--- src/rtl/rx_status_fifo.sv ---
module rx_status_fifo #(
  parameter int DEPTH   = 16,
  parameter int DW      = 8,
  parameter int SW      = 4,
  parameter int EOM_BIT = 2
) (
  input  logic                           clk,
  input  logic                           rst_n,
  input  logic                           wr_en,
  input  logic [DW-1:0]                  wr_data,
  input  logic [SW-1:0]                  wr_stat,
  input  logic                           rd_en,
  output logic [DW-1:0]                  rd_data,
  output logic [SW-1:0]                  rd_stat,
  output logic [$clog2(DEPTH):0]         level,
  output logic                           empty,
  output logic                           full,
  input  logic                           thr_mode,
  input  logic [$clog2(DEPTH):0]         thr_level,
  input  logic                           cnt_event,
  input  logic                           brk_event,
  input  logic                           wdt_event,
  input  logic                           rdy_clear,
  output logic                           rdy,
  output logic [SW:0]                    stat_reg,
  input  logic                           stat_clr_we,
  input  logic [SW:0]                    stat_clr_mask,
  input  logic                           irq_en,
  input  logic                           master_en,
  input  logic                           dma_mode,
  output logic                           irq,
  output logic                           dma_req
);
  localparam int AW = $clog2(DEPTH);
  localparam int LW = AW + 1;

  logic [DW+SW-1:0] mem [DEPTH];
  logic [AW-1:0]    rptr, wptr, rptr1, wptr1;
  logic [LW-1:0]    lvl_nxt;
  logic [SW-1:0]    head_in;
  logic             pop, push, ovr, thr_hit, rdy_set;

  assign empty = (level == '0);
  assign full  = (level == LW'(DEPTH));
  assign pop   = rd_en & ~empty;
  assign push  = wr_en & ~full;
  assign ovr   = wr_en & full;
  assign lvl_nxt = level + LW'(push) - LW'(pop);

  assign rptr1 = (rptr == AW'(DEPTH-1)) ? '0 : rptr + 1'b1;
  assign wptr1 = (wptr == AW'(DEPTH-1)) ? '0 : wptr + 1'b1;

  assign rd_data = mem[rptr][DW-1:0];
  assign rd_stat = mem[rptr][DW+SW-1:DW];

  always_comb begin
    head_in = '0;
    if (pop && level > LW'(1))
      head_in = mem[rptr1][DW+SW-1:DW];
    else if (push && (empty || (pop && level == LW'(1))))
      head_in = wr_stat;
  end

  assign thr_hit = push & (lvl_nxt == thr_level);
  assign rdy_set = thr_mode ? (thr_hit | (push & wr_stat[EOM_BIT]) | cnt_event | brk_event | wdt_event)
                            : push;

  always_ff @(posedge clk) begin
    if (push) mem[wptr] <= {wr_stat, wr_data};
  end

  always_ff @(posedge clk or negedge rst_n) begin
    if (!rst_n) begin
      rptr     <= '0;
      wptr     <= '0;
      level    <= '0;
      rdy      <= 1'b0;
      stat_reg <= '0;
    end else begin
      if (pop)  rptr <= rptr1;
      if (push) wptr <= wptr1;
      level <= lvl_nxt;
      if (rdy_set)                        rdy <= 1'b1;
      else if (rdy_clear)                 rdy <= 1'b0;
      else if (pop && lvl_nxt == '0)      rdy <= 1'b0;
      stat_reg <= (stat_reg & ~(stat_clr_we ? stat_clr_mask : '0)) | {ovr, head_in};
    end
  end

  assign irq     = rdy & irq_en & master_en;
  assign dma_req = rdy & dma_mode;

  assert_no_overflow_R1: assert property (@(posedge clk) disable iff (!rst_n)
    level <= LW'(DEPTH));

  assert_overrun_sticky_R2: assert property (@(posedge clk) disable iff (!rst_n)
    (wr_en && full) |=> stat_reg[SW]);

  assert_empty_read_ignored_R2: assert property (@(posedge clk) disable iff (!rst_n)
    (rd_en && empty && !wr_en) |=> empty);

  assert_write_sets_rdy_R3: assert property (@(posedge clk) disable iff (!rst_n)
    (!thr_mode && wr_en && !full) |=> rdy);

  assert_drain_negates_R4: assert property (@(posedge clk) disable iff (!rst_n)
    (!thr_mode && rd_en && level == LW'(1) && !wr_en) |=> (!rdy && empty));

  assert_break_sets_rdy_R6: assert property (@(posedge clk) disable iff (!rst_n)
    (thr_mode && brk_event) |=> rdy);

  assert_clear_holds_R7: assert property (@(posedge clk) disable iff (!rst_n)
    (!thr_mode && rdy_clear && !wr_en) |=> !rdy);
endmodule

--- config.mk ---
export PLATFORM = sky130hd
export DESIGN_NAME = rx_status_fifo
export DESIGN_NICKNAME = d
export VERILOG_FILES = /design/src/rtl/rx_status_fifo.sv
export SDC_FILE = /design/constraint.sdc
export NUM_CORES = 1
export LEC_CHECK = 0
export BUFFER_PORTS_ARGS = -buffer_cell sky130_fd_sc_hd__buf_2
export CORE_UTILIZATION = 60
export DETAILED_ROUTE_END_ITERATION = 6
export PLACE_DENSITY_LB_ADDON = 0.1
export SYNTH_ARGS = -nofsm -noshare
export SYNTH_HDL_FRONTEND = slang
export SYNTH_SLANG_ARGS = --single-unit
--- constraint.sdc ---
create_clock -name clk -period 3.7 [get_ports clk]
set_input_delay 0.74 -clock clk [delete_from_list [all_inputs] [get_ports clk]]
set_output_delay 0.74 -clock clk [all_outputs]
set_load 0.1 [all_outputs]
---- After elaboration in Yosys (flattened, before gate mapping) ----
Memory sizes are Yosys's and may differ from the RTL's.
Cells that the tools add are included.
word-level totals
  register bits after elaboration ......... 19
  bits in writable memories ............... 192
  output and inout port bits .............. 27
  word-level logic and storage cells ...... 52
  memories kept ........................... 1
cells by class
  $add $sub $neg .......................... 4
  order comparisons ....................... 1
  eq/ne operators ......................... 5
  muxes and demuxes ....................... 11
  bitwise gates (word level) .............. 17
  reductions and logical operators ........ 8
memory list
  memory  depth  width  rd ports  clocked after memory_dff  wr ports  RTL line  RTL
  mem     16     12     2         0                         1         37        logic [DW+SW-1:0] mem [DEPTH];
operator list
  kind                                                           count
  two-way mux 4 bit                                              4
  zero test 5 bit                                                2
  adder 4 x 1 -> 4 bit, second input constant                    2
  bitwise AND 1 bit                                              8
  == test 4 bit, second input constant                           2
  two-way mux 1 bit                                              6
  adder 5 x 1 -> 5 bit                                           1
  bitwise AND 5 bit                                              1
  == test 5 x 1 -> 1 bit, second input constant                  1
  == test 5 bit                                                  1
  == test 5 bit, second input constant                           1
  greater-than comparator 5 x 1 -> 1 bit, second input constant  1
  two-way mux 5 bit                                              1
  NOT 5 bit                                                      1
  OR 5 bit                                                       1
  subtractor 5 x 1 -> 5 bit                                      1
  logical AND 1 bit                                              4
  OR 1 bit                                                       4
  nonzero test 3 bit                                             1
  NOT 1 bit                                                      2
  logical OR 1 bit                                               1

---- Longest topological paths before layout ----
Gate-level depths: netlist of run 1.
  depth in word-level cells ............... 13
  depth in mapped cells ................... 15
  mapped depth without buffers ............ 15

---- Worst setup path before layout of run 1 ----
Ideal clock, no wire load.
  path kind ............................... reg2reg
  start ................................... register level[2]
  end ..................................... register rdy
  setup time .............................. 0.143 ns
  data arrival time ....................... 6.347 ns
  data required time ...................... 3.557 ns
  slack ................................... -2.790 ns
  stages on the path, launching flop included .. 16
  buffers on the path ..................... 0
  cells stage by stage .................... dfrtp_1 > inv_1 > ha_1 > nor4bb_1 > nor2b_1 > inv_1 > ha_1 > inv_1 > ha_1 > inv_1 > fa_1 > xnor2_1 > inv_1 > or3_1 > o41ai_1 > o211ai_1
between the ends
  word-level cells in the longest chain between the ends .. 13
ends and longest elaborated chain
  element                                                                   RTL line  RTL
  from (decl)                                                               15        output logic [$clog2(DEPTH):0] level,
  from (signal assigned)                                                    82        level <= lvl_nxt;
  == test 5 bit (*)                                                         44        assign full = (level == LW'(DEPTH));
  named net full                                                            17        output logic full,
  NOT 1 bit (*)                                                             46        assign push = wr_en & ~full;
  bitwise AND 1 bit (*)                                                     46
  adder 5 x 1 -> 5 bit (*)                                                  48        assign lvl_nxt = level + LW'(push) - LW'(pop);
  subtractor 5 x 1 -> 5 bit (*)                                             48
  named net lvl_nxt[2]                                                      39        logic [LW-1:0] lvl_nxt;
  == test 5 bit                                                             64        assign thr_hit = push & (lvl_nxt == thr_level);
  bitwise AND 1 bit                                                         64
  OR 1 bit (4 in a row)                                                     65        assign rdy_set = thr_mode ? (thr_hit | (push & wr_stat[EOM_BIT]) | cnt_event | brk_event | wdt_event)
  two-way mux 1 bit                                                         65
  nonzero test 3 bit (no line) / two-way mux 1 bit (equally long branches)  n/a
  to (signal assigned)                                                      77        rdy <= 1'b0;
  to (signal assigned)                                                      83        if (rdy_set) rdy <= 1'b1;
  to (signal assigned)                                                      84        else if (rdy_clear) rdy <= 1'b0;
  to (decl)                                                                 24        output logic rdy,
The timed path passes the listed nets; every way through them passes the cells marked *.
A chain may end at the register's enable or synchronous reset.

---- Final worst setup path of run 1 ----
  start ................................... register rptr[1]
  end ..................................... output rd_stat[0]
between the ends
  word-level cells in the longest chain between the ends .. 1
ends and longest elaborated chain
  element                 RTL line  RTL
  from (decl)             38        logic [AW-1:0] rptr, wptr, rptr1, wptr1;
  from (signal assigned)  80        if (pop) rptr <= rptr1;
  memory (16 x 12 bit)    n/a
  to (decl)               14        output logic [SW-1:0] rd_stat,
Every way passes these cells.

==> metrics.txt, run 1 <==
# TYPE chip_impl_metric gauge
chip_impl_info{name="status",value="completed"} 1
chip_impl_metric{name="cts.repair_timing.setup_buffer_count",unit=""} 0
chip_impl_metric{name="timing_worst_slew_pin_value",unit="ns"} 0.972
chip_impl_info{name="hp-class",value="in2async"} 1
chip_impl_metric{name="crit_fanout",unit=""} 27
chip_impl_metric{name="proportion_of_synthesized_flip_flops_having_asynchronous_set_or_reset",unit=""} 0.0900
chip_impl_metric{name="drive_gt1_frac",unit=""} 0.332
chip_impl_info{name="r2r-end",value="rdy"} 1
chip_impl_metric{name="postSynthRegisterBits",unit=""} 211
chip_impl_metric{name="hpwlAfterDp",unit="mm"} 13.4
chip_impl_metric{name="deepest_level_of_the_cts_h_tree",unit=""} 1
chip_impl_metric{name="initial_core_util",unit=""} 0.617
chip_impl_info{name="ys_dominant_reg_cell",value="sky130_fd_sc_hd__edfxtp_1"} 1
chip_impl_metric{name="clkSinkCount",unit=""} 211
chip_impl_metric{name="timing.clock.skew",unit="ns"} 0.0172
chip_impl_metric{name="synthesis.area_per_instance",unit="sq um"} 17.9
chip_impl_metric{name="cp_data_arrival_time",unit="ns"} 2.89
chip_impl_metric{name="timing_hold_violations_final",unit=""} 0
chip_impl_metric{name="first_pass_detailed_route_iteration_total",unit=""} 5
chip_impl_metric{name="power.density_cell_area",unit="nW/um^2"} 957
chip_impl_info{name="clockRootBuffer",value="sky130_fd_sc_hd__clkbuf_16"} 1
chip_impl_metric{name="ir_drop",unit="mV"} 0.707
chip_impl_metric{name="reg2reg_depth",unit=""} 14
chip_impl_metric{name="power_leakage",unit="nW"} 3.81
chip_impl_metric{name="place.gp.congestion",unit=""} 0.836
chip_impl_metric{name="drv_slew",unit=""} 0
chip_impl_metric{name="coreArea",unit="sq um"} 15300
chip_impl_metric{name="grt_first_pass_wirelength",unit="mm"} 32.7
chip_impl_metric{name="global_route.overflow_total",unit=""} 0
chip_impl_metric{name="slew_headroom",unit=""} 0.352
chip_impl_metric{name="grt_start_max_net_pins",unit=""} 35
chip_impl_metric{name="synthesis.yosys.warnings",unit=""} 0
chip_impl_metric{name="ant_cells",unit=""} 0
chip_impl_metric{name="drt_antenna_net_count",unit=""} 0
chip_impl_metric{name="cts.clk_slew.worst_paths",unit="ns"} 0.06
chip_impl_metric{name="post-route-min-period",unit="ns"} 3.63
chip_impl_metric{name="io_buffers",unit=""} 61
chip_impl_metric{name="seq_area_frac_synth",unit=""} 0.663
chip_impl_metric{name="die-width",unit="microns"} 127
chip_impl_metric{name="fp-row-count",unit=""} 45
chip_impl_metric{name="nets",unit=""} 657
chip_impl_metric{name="ctsResizeCount",unit=""} 0
chip_impl_metric{name="largest_reg_flops",unit=""} 192
chip_impl_info{name="rsz0062_at_grt",value="no"} 1
chip_impl_metric{name="worst_ep_required_time",unit="ns"} 2.96
chip_impl_metric{name="area_growth_syn_to_layout",unit="%"} 15.3
chip_impl_metric{name="grt_antenna_before_repair",unit=""} 0
chip_impl_metric{name="drt-vias-per-instance",unit=""} 6.38
chip_impl_metric{name="route.final.wire_length",unit="mm"} 21.5
chip_impl_metric{name="synthesis.area",unit="sq um"} 9410
chip_impl_metric{name="synth.net_count",unit=""} 576
chip_impl_info{name="crit-reg2reg-launch",value="level[2]"} 1
chip_impl_metric{name="max_freq",unit="MHz"} 275
chip_impl_metric{name="finalSetupViolations",unit=""} 0
chip_impl_metric{name="dieArea",unit="sq um"} 16200
chip_impl_metric{name="wl_per_cell",unit="microns"} 25.8
chip_impl_info{name="endpoint_kind",value="output pin"} 1
chip_impl_metric{name="groute.usage.overall",unit=""} 0.280
chip_impl_metric{name="numCtsBuffers",unit=""} 22
chip_impl_metric{name="detailedRoute.firstIterationViolations",unit=""} 477
chip_impl_metric{name="die_h",unit="microns"} 127
chip_impl_metric{name="clk_lat_worst_skew",unit="ns"} 0.50
chip_impl_info{name="critPathKind",value="reg2out"} 1
chip_impl_metric{name="reg2reg_setup_slack",unit="ns"} 0.23
chip_impl_metric{name="synth_cell_type_count",unit=""} 48
chip_impl_metric{name="layout_utilization",unit=""} 0.711
chip_impl_info{name="critical_path.startpoint_type",value="register"} 1
chip_impl_metric{name="vias",unit=""} 5304
chip_impl_metric{name="totalNegativeSetupSlack",unit="ns"} 0
chip_impl_metric{name="layout_worst_path_cycle_share",unit=""} 0.982
chip_impl_metric{name="number_of_global_route_vias_before_repair",unit=""} 5506
chip_impl_metric{name="cts_buffer_depth",unit=""} 3
chip_impl_info{name="tritoncts",value="done"} 1
chip_impl_metric{name="synth_enable_flop_cells",unit=""} 192
chip_impl_metric{name="boundaryPins",unit=""} 62
chip_impl_metric{name="syn_inst",unit=""} 527
chip_impl_metric{name="maxCapViolCount",unit=""} 0
chip_impl_metric{name="drt_drc_violations_left",unit=""} 0
chip_impl_metric{name="cts.hold.buffers_added",unit=""} 0
## stage by stage
| step | instances | power (W) | area [sq um] | setup WS [ns] | hold slack [ns] |
|---|---|---|---|---|---|
| finish | 832 | 0.0104 | 10900 | 0.0679 | 0.215 |
| global route | 832 | 0.0108 | 10900 | 0.000378 | 0.232 |
| CTS | 832 | 0.0104 | 10900 | 0.0591 | 0.208 |
| detailed placement | 795 | 0.00811 | 10100 | 0.258 | 0.507 |
| global placement | 795 | 0.00803 | 10100 | 0.311 | 0.488 |
| floorplan | 527 | 0.00706 | 9460 | -0.498 | 0.444 |
## cell type report
class | count | area (sq um)
sequential | 211 | 6260
fill | 953 | 4410
multi-input combinational | 269 | 2980
clock buffer | 25 | 562
timing repair buffer | 84 | 515
tap | 211 | 264
clock inverter | 12 | 200
inverter | 20 | 75.1
## cells in the mapped netlist (2+ instances only)
| master | count | share of area |
|---|---|---|
| sky130_fd_sc_hd__a211oi_1 | 4 | 0.0032 |
| sky130_fd_sc_hd__a211oi_2 | 2 | 0.0027 |
| sky130_fd_sc_hd__a21oi_1 | 16 | 0.0085 |
| sky130_fd_sc_hd__a221o_1 | 4 | 0.0043 |
| sky130_fd_sc_hd__a221oi_1 | 7 | 0.0065 |
| sky130_fd_sc_hd__a22o_1 | 4 | 0.0037 |
| sky130_fd_sc_hd__a311o_1 | 3 | 0.0032 |
| sky130_fd_sc_hd__a31oi_1 | 2 | 0.0013 |
| sky130_fd_sc_hd__and2_1 | 13 | 0.0086 |
| sky130_fd_sc_hd__and4_1 | 4 | 0.0037 |
| sky130_fd_sc_hd__buf_2 | 10 | 0.0053 |
| sky130_fd_sc_hd__buf_4 | 3 | 0.0024 |
| sky130_fd_sc_hd__buf_6 | 4 | 0.0048 |
| sky130_fd_sc_hd__clkbuf_1 | 9 | 0.0036 |
| sky130_fd_sc_hd__dfrtp_1 | 19 | 0.051 |
| sky130_fd_sc_hd__edfxtp_1 | 192 | 0.61 |
| sky130_fd_sc_hd__ha_1 | 13 | 0.017 |
| sky130_fd_sc_hd__inv_1 | 19 | 0.0076 |
| sky130_fd_sc_hd__mux2_2 | 12 | 0.014 |
| sky130_fd_sc_hd__mux2i_1 | 25 | 0.027 |
| sky130_fd_sc_hd__mux4_2 | 61 | 0.15 |
| sky130_fd_sc_hd__nand2_1 | 22 | 0.0088 |
| sky130_fd_sc_hd__nand3_1 | 7 | 0.0037 |
| sky130_fd_sc_hd__nor2_1 | 7 | 0.0028 |
| sky130_fd_sc_hd__nor2b_1 | 6 | 0.0040 |
| sky130_fd_sc_hd__nor3_1 | 2 | 0.0011 |
| sky130_fd_sc_hd__nor3b_1 | 2 | 0.0016 |
| sky130_fd_sc_hd__o21ai_0 | 20 | 0.011 |
| sky130_fd_sc_hd__o21ai_1 | 5 | 0.0027 |
| sky130_fd_sc_hd__o21bai_1 | 2 | 0.0016 |
| sky130_fd_sc_hd__o41ai_1 | 2 | 0.0019 |
| sky130_fd_sc_hd__or3_1 | 2 | 0.0013 |
| sky130_fd_sc_hd__xnor2_1 | 5 | 0.0047 |
| sky130_fd_sc_hd__xor2_1 | 5 | 0.0047 |
## cells by family (layout without fill, tap and decap cells)
kind of cell	Yosys count	in the layout	synth area share
adder cells (fa/ha/maj)	14	14	0.0194
flip-flops	211	211	0.663
buffers and inverters	47	141	0.0245
multiplexers	98	98	0.187
AO/OA/AOI/OAI	78	78	0.0562
XOR/XNOR	11	11	0.0117
AND/OR/NAND/NOR	68	68	0.0383
## cell usage in the layout, fill, tap and decap left out, types with 4 or more instances in the layout
cell type / Yosys / layout
sky130_fd_sc_hd__o21ai_1: 5 / 5
sky130_fd_sc_hd__buf_2: 10 / 61
sky130_fd_sc_hd__a221o_1: 4 / 4
sky130_fd_sc_hd__ha_1: 13 / 12
sky130_fd_sc_hd__bufinv_16: 0 / 5
sky130_fd_sc_hd__edfxtp_1: 192 / 192
sky130_fd_sc_hd__inv_1: 19 / 17
sky130_fd_sc_hd__mux2_2: 12 / 12
sky130_fd_sc_hd__buf_4: 3 / 20
sky130_fd_sc_hd__a22o_1: 4 / 4
sky130_fd_sc_hd__o21ai_0: 20 / 20
sky130_fd_sc_hd__nand2_1: 22 / 22
sky130_fd_sc_hd__a21oi_1: 16 / 16
sky130_fd_sc_hd__nor2_1: 7 / 7
sky130_fd_sc_hd__a211oi_1: 4 / 4
sky130_fd_sc_hd__nor2b_1: 6 / 6
sky130_fd_sc_hd__mux4_2: 61 / 61
sky130_fd_sc_hd__nand3_1: 7 / 7
sky130_fd_sc_hd__and4_1: 4 / 4
sky130_fd_sc_hd__dfrtp_1: 19 / 12
sky130_fd_sc_hd__xor2_1: 5 / 5
sky130_fd_sc_hd__clkbuf_16: 0 / 22
sky130_fd_sc_hd__and2_1: 13 / 13
sky130_fd_sc_hd__a221oi_1: 7 / 7
sky130_fd_sc_hd__xnor2_1: 5 / 4
sky130_fd_sc_hd__dfrtp_2: 0 / 4
sky130_fd_sc_hd__mux2i_1: 25 / 25
## worst max-delay path by stage
stage,from,to,slack (ns),depth (start not counted)
finish,rptr[1],rd_stat[0],0.07,4
global route,rptr[1],rd_stat[0],0.0004,4
global placement,level[2],rdy,0.31,14
CTS,rptr[1],rd_stat[0],0.06,4
floorplan,level[2],rdy,-0.50,14
detailed placement,level[2],rdy,0.26,14
## per-layer routing
metal,track usage,wire [microns],up-vias
met5,0,0,-
met4,0.0777,444,0
met3,0.0419,1430,38
met2,0.470,10900,213
met1,0.389,8650,2748
li1,-,-,2305
## power by group
part	internal (W)	switching, W
Clock	0.00144	0.000873
Sequential	0.00292	0.000318
Combinational	0.00167	0.00316
Total	0.00602	0.00435
## critical path, stage by stage, from the launching register on
cell,delay (ns)
sky130_fd_sc_hd__dfrtp_2,0.82
sky130_fd_sc_hd__buf_4,0.39
sky130_fd_sc_hd__mux4_2,0.34
sky130_fd_sc_hd__mux4_2,0.51
sky130_fd_sc_hd__buf_2,0.32
Note: power is estimated with default switching activity, not from simulation.
==> run 2, diff against run 1 <==
- GPL_TIMING_DRIVEN: not set -> 0
==> metrics.txt, run 2 (synthesized netlist as in run 1, its figures left out) <==
# TYPE chip_impl_metric gauge
chip_impl_info{name="status",value="completed"} 1
chip_impl_metric{name="cts_buffer_depth",unit=""} 3
chip_impl_metric{name="groute.usage.overall",unit=""} 0.292
chip_impl_metric{name="detailedRoute.firstIterationViolations",unit=""} 742
chip_impl_metric{name="place.gp.congestion",unit=""} 0.913
chip_impl_info{name="critical_path.startpoint_type",value="register"} 1
chip_impl_metric{name="worst_ep_required_time",unit="ns"} 2.96
chip_impl_info{name="r2r-end",value="rdy"} 1
chip_impl_metric{name="area_growth_syn_to_layout",unit="%"} 14.1
chip_impl_info{name="rsz0062_at_grt",value="no"} 1
chip_impl_metric{name="nets",unit=""} 663
chip_impl_metric{name="drt_drc_violations_left",unit=""} 0
chip_impl_metric{name="route.final.wire_length",unit="mm"} 22.4
chip_impl_metric{name="finalSetupViolations",unit=""} 0
chip_impl_metric{name="timing_hold_violations_final",unit=""} 0
chip_impl_metric{name="largest_reg_flops",unit=""} 192
chip_impl_metric{name="max_freq",unit="MHz"} 277
chip_impl_metric{name="die_h",unit="microns"} 127
chip_impl_metric{name="drt-vias-per-instance",unit=""} 6.49
chip_impl_metric{name="dieArea",unit="sq um"} 16200
chip_impl_info{name="endpoint_kind",value="output pin"} 1
chip_impl_metric{name="hpwlAfterDp",unit="mm"} 13.9
chip_impl_metric{name="timing.clock.skew",unit="ns"} 0.0159
chip_impl_metric{name="drv_slew",unit=""} 0
chip_impl_metric{name="grt_antenna_before_repair",unit=""} 0
chip_impl_metric{name="ant_cells",unit=""} 0
chip_impl_metric{name="grt_start_max_net_pins",unit=""} 20
chip_impl_metric{name="fp-row-count",unit=""} 45
chip_impl_info{name="critPathKind",value="reg2out"} 1
chip_impl_metric{name="first_pass_detailed_route_iteration_total",unit=""} 5
chip_impl_metric{name="io_buffers",unit=""} 61
chip_impl_metric{name="coreArea",unit="sq um"} 15300
chip_impl_metric{name="deepest_level_of_the_cts_h_tree",unit=""} 1
chip_impl_metric{name="crit_fanout",unit=""} 10
chip_impl_info{name="clockRootBuffer",value="sky130_fd_sc_hd__clkbuf_16"} 1
chip_impl_metric{name="reg2reg_depth",unit=""} 14
chip_impl_metric{name="multi_input_comb_area",unit="sq um"} 2990
chip_impl_metric{name="drive_gt1_frac",unit=""} 0.319
chip_impl_metric{name="clkSinkCount",unit=""} 211
chip_impl_info{name="tritoncts",value="done"} 1
chip_impl_metric{name="totalNegativeSetupSlack",unit="ns"} 0
chip_impl_metric{name="drt_antenna_net_count",unit=""} 0
chip_impl_metric{name="initial_core_util",unit=""} 0.617
chip_impl_metric{name="layout_worst_path_cycle_share",unit=""} 0.977
chip_impl_metric{name="num-fill-cells",unit=""} 977
chip_impl_metric{name="maxCapViolCount",unit=""} 0
chip_impl_info{name="layout_commonest_cell",value="sky130_fd_sc_hd__edfxtp_1"} 1
chip_impl_info{name="final_cell_mix",value="192 x sky130_fd_sc_hd__edfxtp_1, 70 x sky130_fd_sc_hd__buf_2, 61 x sky130_fd_sc_hd__mux4_2"} 1
chip_impl_metric{name="numCtsBuffers",unit=""} 22
chip_impl_metric{name="post-route-min-period",unit="ns"} 3.61
chip_impl_metric{name="number_of_global_route_vias_before_repair",unit=""} 5504
chip_impl_metric{name="slew_headroom",unit=""} 0.358
chip_impl_metric{name="timing_worst_slew_pin_value",unit="ns"} 0.963
chip_impl_metric{name="cp_data_arrival_time",unit="ns"} 2.87
chip_impl_metric{name="finalHoldWorstSlack",unit="ns"} 0.198
chip_impl_metric{name="clk_lat_worst_skew",unit="ns"} 0.51
chip_impl_metric{name="vias",unit=""} 5460
chip_impl_metric{name="global_route.overflow_total",unit=""} 0
chip_impl_metric{name="reg2reg_setup_slack",unit="ns"} 0.18
chip_impl_info{name="crit-reg2reg-launch",value="level[2]"} 1
chip_impl_metric{name="cts.clk_slew.worst_paths",unit="ns"} 0.06
chip_impl_metric{name="grt_first_pass_wirelength",unit="mm"} 33.3
chip_impl_metric{name="ff_latch_area",unit="sq um"} 6250
chip_impl_info{name="hp-class",value="in2async"} 1
chip_impl_metric{name="boundaryPins",unit=""} 62
chip_impl_metric{name="die-width",unit="microns"} 127
chip_impl_metric{name="wl_per_cell",unit="microns"} 26.7
-- run 2: cell count changes in the layout (fill, tap and decap cells not counted), moves of 2 or more --
cell / change
sky130_fd_sc_hd__buf_2: +9
sky130_fd_sc_hd__clkbuf_8: +2
sky130_fd_sc_hd__bufinv_16: -4
sky130_fd_sc_hd__buf_6: +4
sky130_fd_sc_hd__buf_12: -3
sky130_fd_sc_hd__dfrtp_1: +2
sky130_fd_sc_hd__buf_4: -15
sky130_fd_sc_hd__clkbuf_1: +12
sky130_fd_sc_hd__clkbuf_2: +5
-- run 2: layout make-up --
class,instances,area share
clock buffers,34,0.0573
multi-input cells,269,0.278
inverters,20,0.00699
plain buffers,27,0.0153
flip-flops and latches,211,0.582
repair buffers,63,0.0298
clock inverters,6,0.00582
well taps,211,0.0246
-- run 2: per-layer routing --
metal  GRT usage  vias to the layer above  wire (microns)
met5           0                        -               0
met4       0.108                        0             714
met1       0.400                     2776            8690
met3      0.0565                       54            2020
li1            -                     2324               -
met2       0.473                      306           11000
-- run 2: per-stage QoR --
stage	std cells	worst slack, ns	area, sq um	util
6_report	841	0.0851	10700	0.704
5_1_grt	841	0.0153	10700	0.704
4_1_cts	839	-0.0436	10700	0.703
3_5_place_dp	799	-0.376	10000	0.657
3_3_place_gp	799	-0.284	10000	0.657
2_1_floorplan	527	-0.498	9460	-
-- run 2: how the worst max path moves through the flow --
| stage | start | endpoint | slack, ns |
|---|---|---|---|
| after floorplan | level[2] | rdy | -0.50 |
| after global placement | level[2] | rdy | -0.28 |
| after detailed placement | level[2] | rdy | -0.38 |
| after CTS | level[2] | rdy | -0.04 |
| after global routing | rptr[0] | rd_stat[3] | 0.02 |
| final | rptr[0] | rd_stat[0] | 0.09 |
-- run 2: critical path, stage by stage (launching register included) --
cell	delay (ns)
sky130_fd_sc_hd__dfrtp_1	0.39
sky130_fd_sc_hd__buf_6	0.15
sky130_fd_sc_hd__buf_2	0.43
sky130_fd_sc_hd__mux4_2	0.59
sky130_fd_sc_hd__mux4_2	0.49
sky130_fd_sc_hd__buf_2	0.31
-- run 2: what timing repair did --
| item | in CTS | in global routing |
|---|---|---|
| pin swaps | 0 | 1 |
| endpoints found under the setup margin | 13 | 11 |
| buffers inserted | 0 | 2 |
| resized for setup | 6 | 3 |
| endpoints found under the hold margin | 0 | 0 |
| cloned | 0 | 0 |
| hold buffers | 0 | 0 |
Power of run 2 is left out: the tool's default activity adds up to more than one toggle a clock period on the data nets, which glitch-free logic cannot reach.
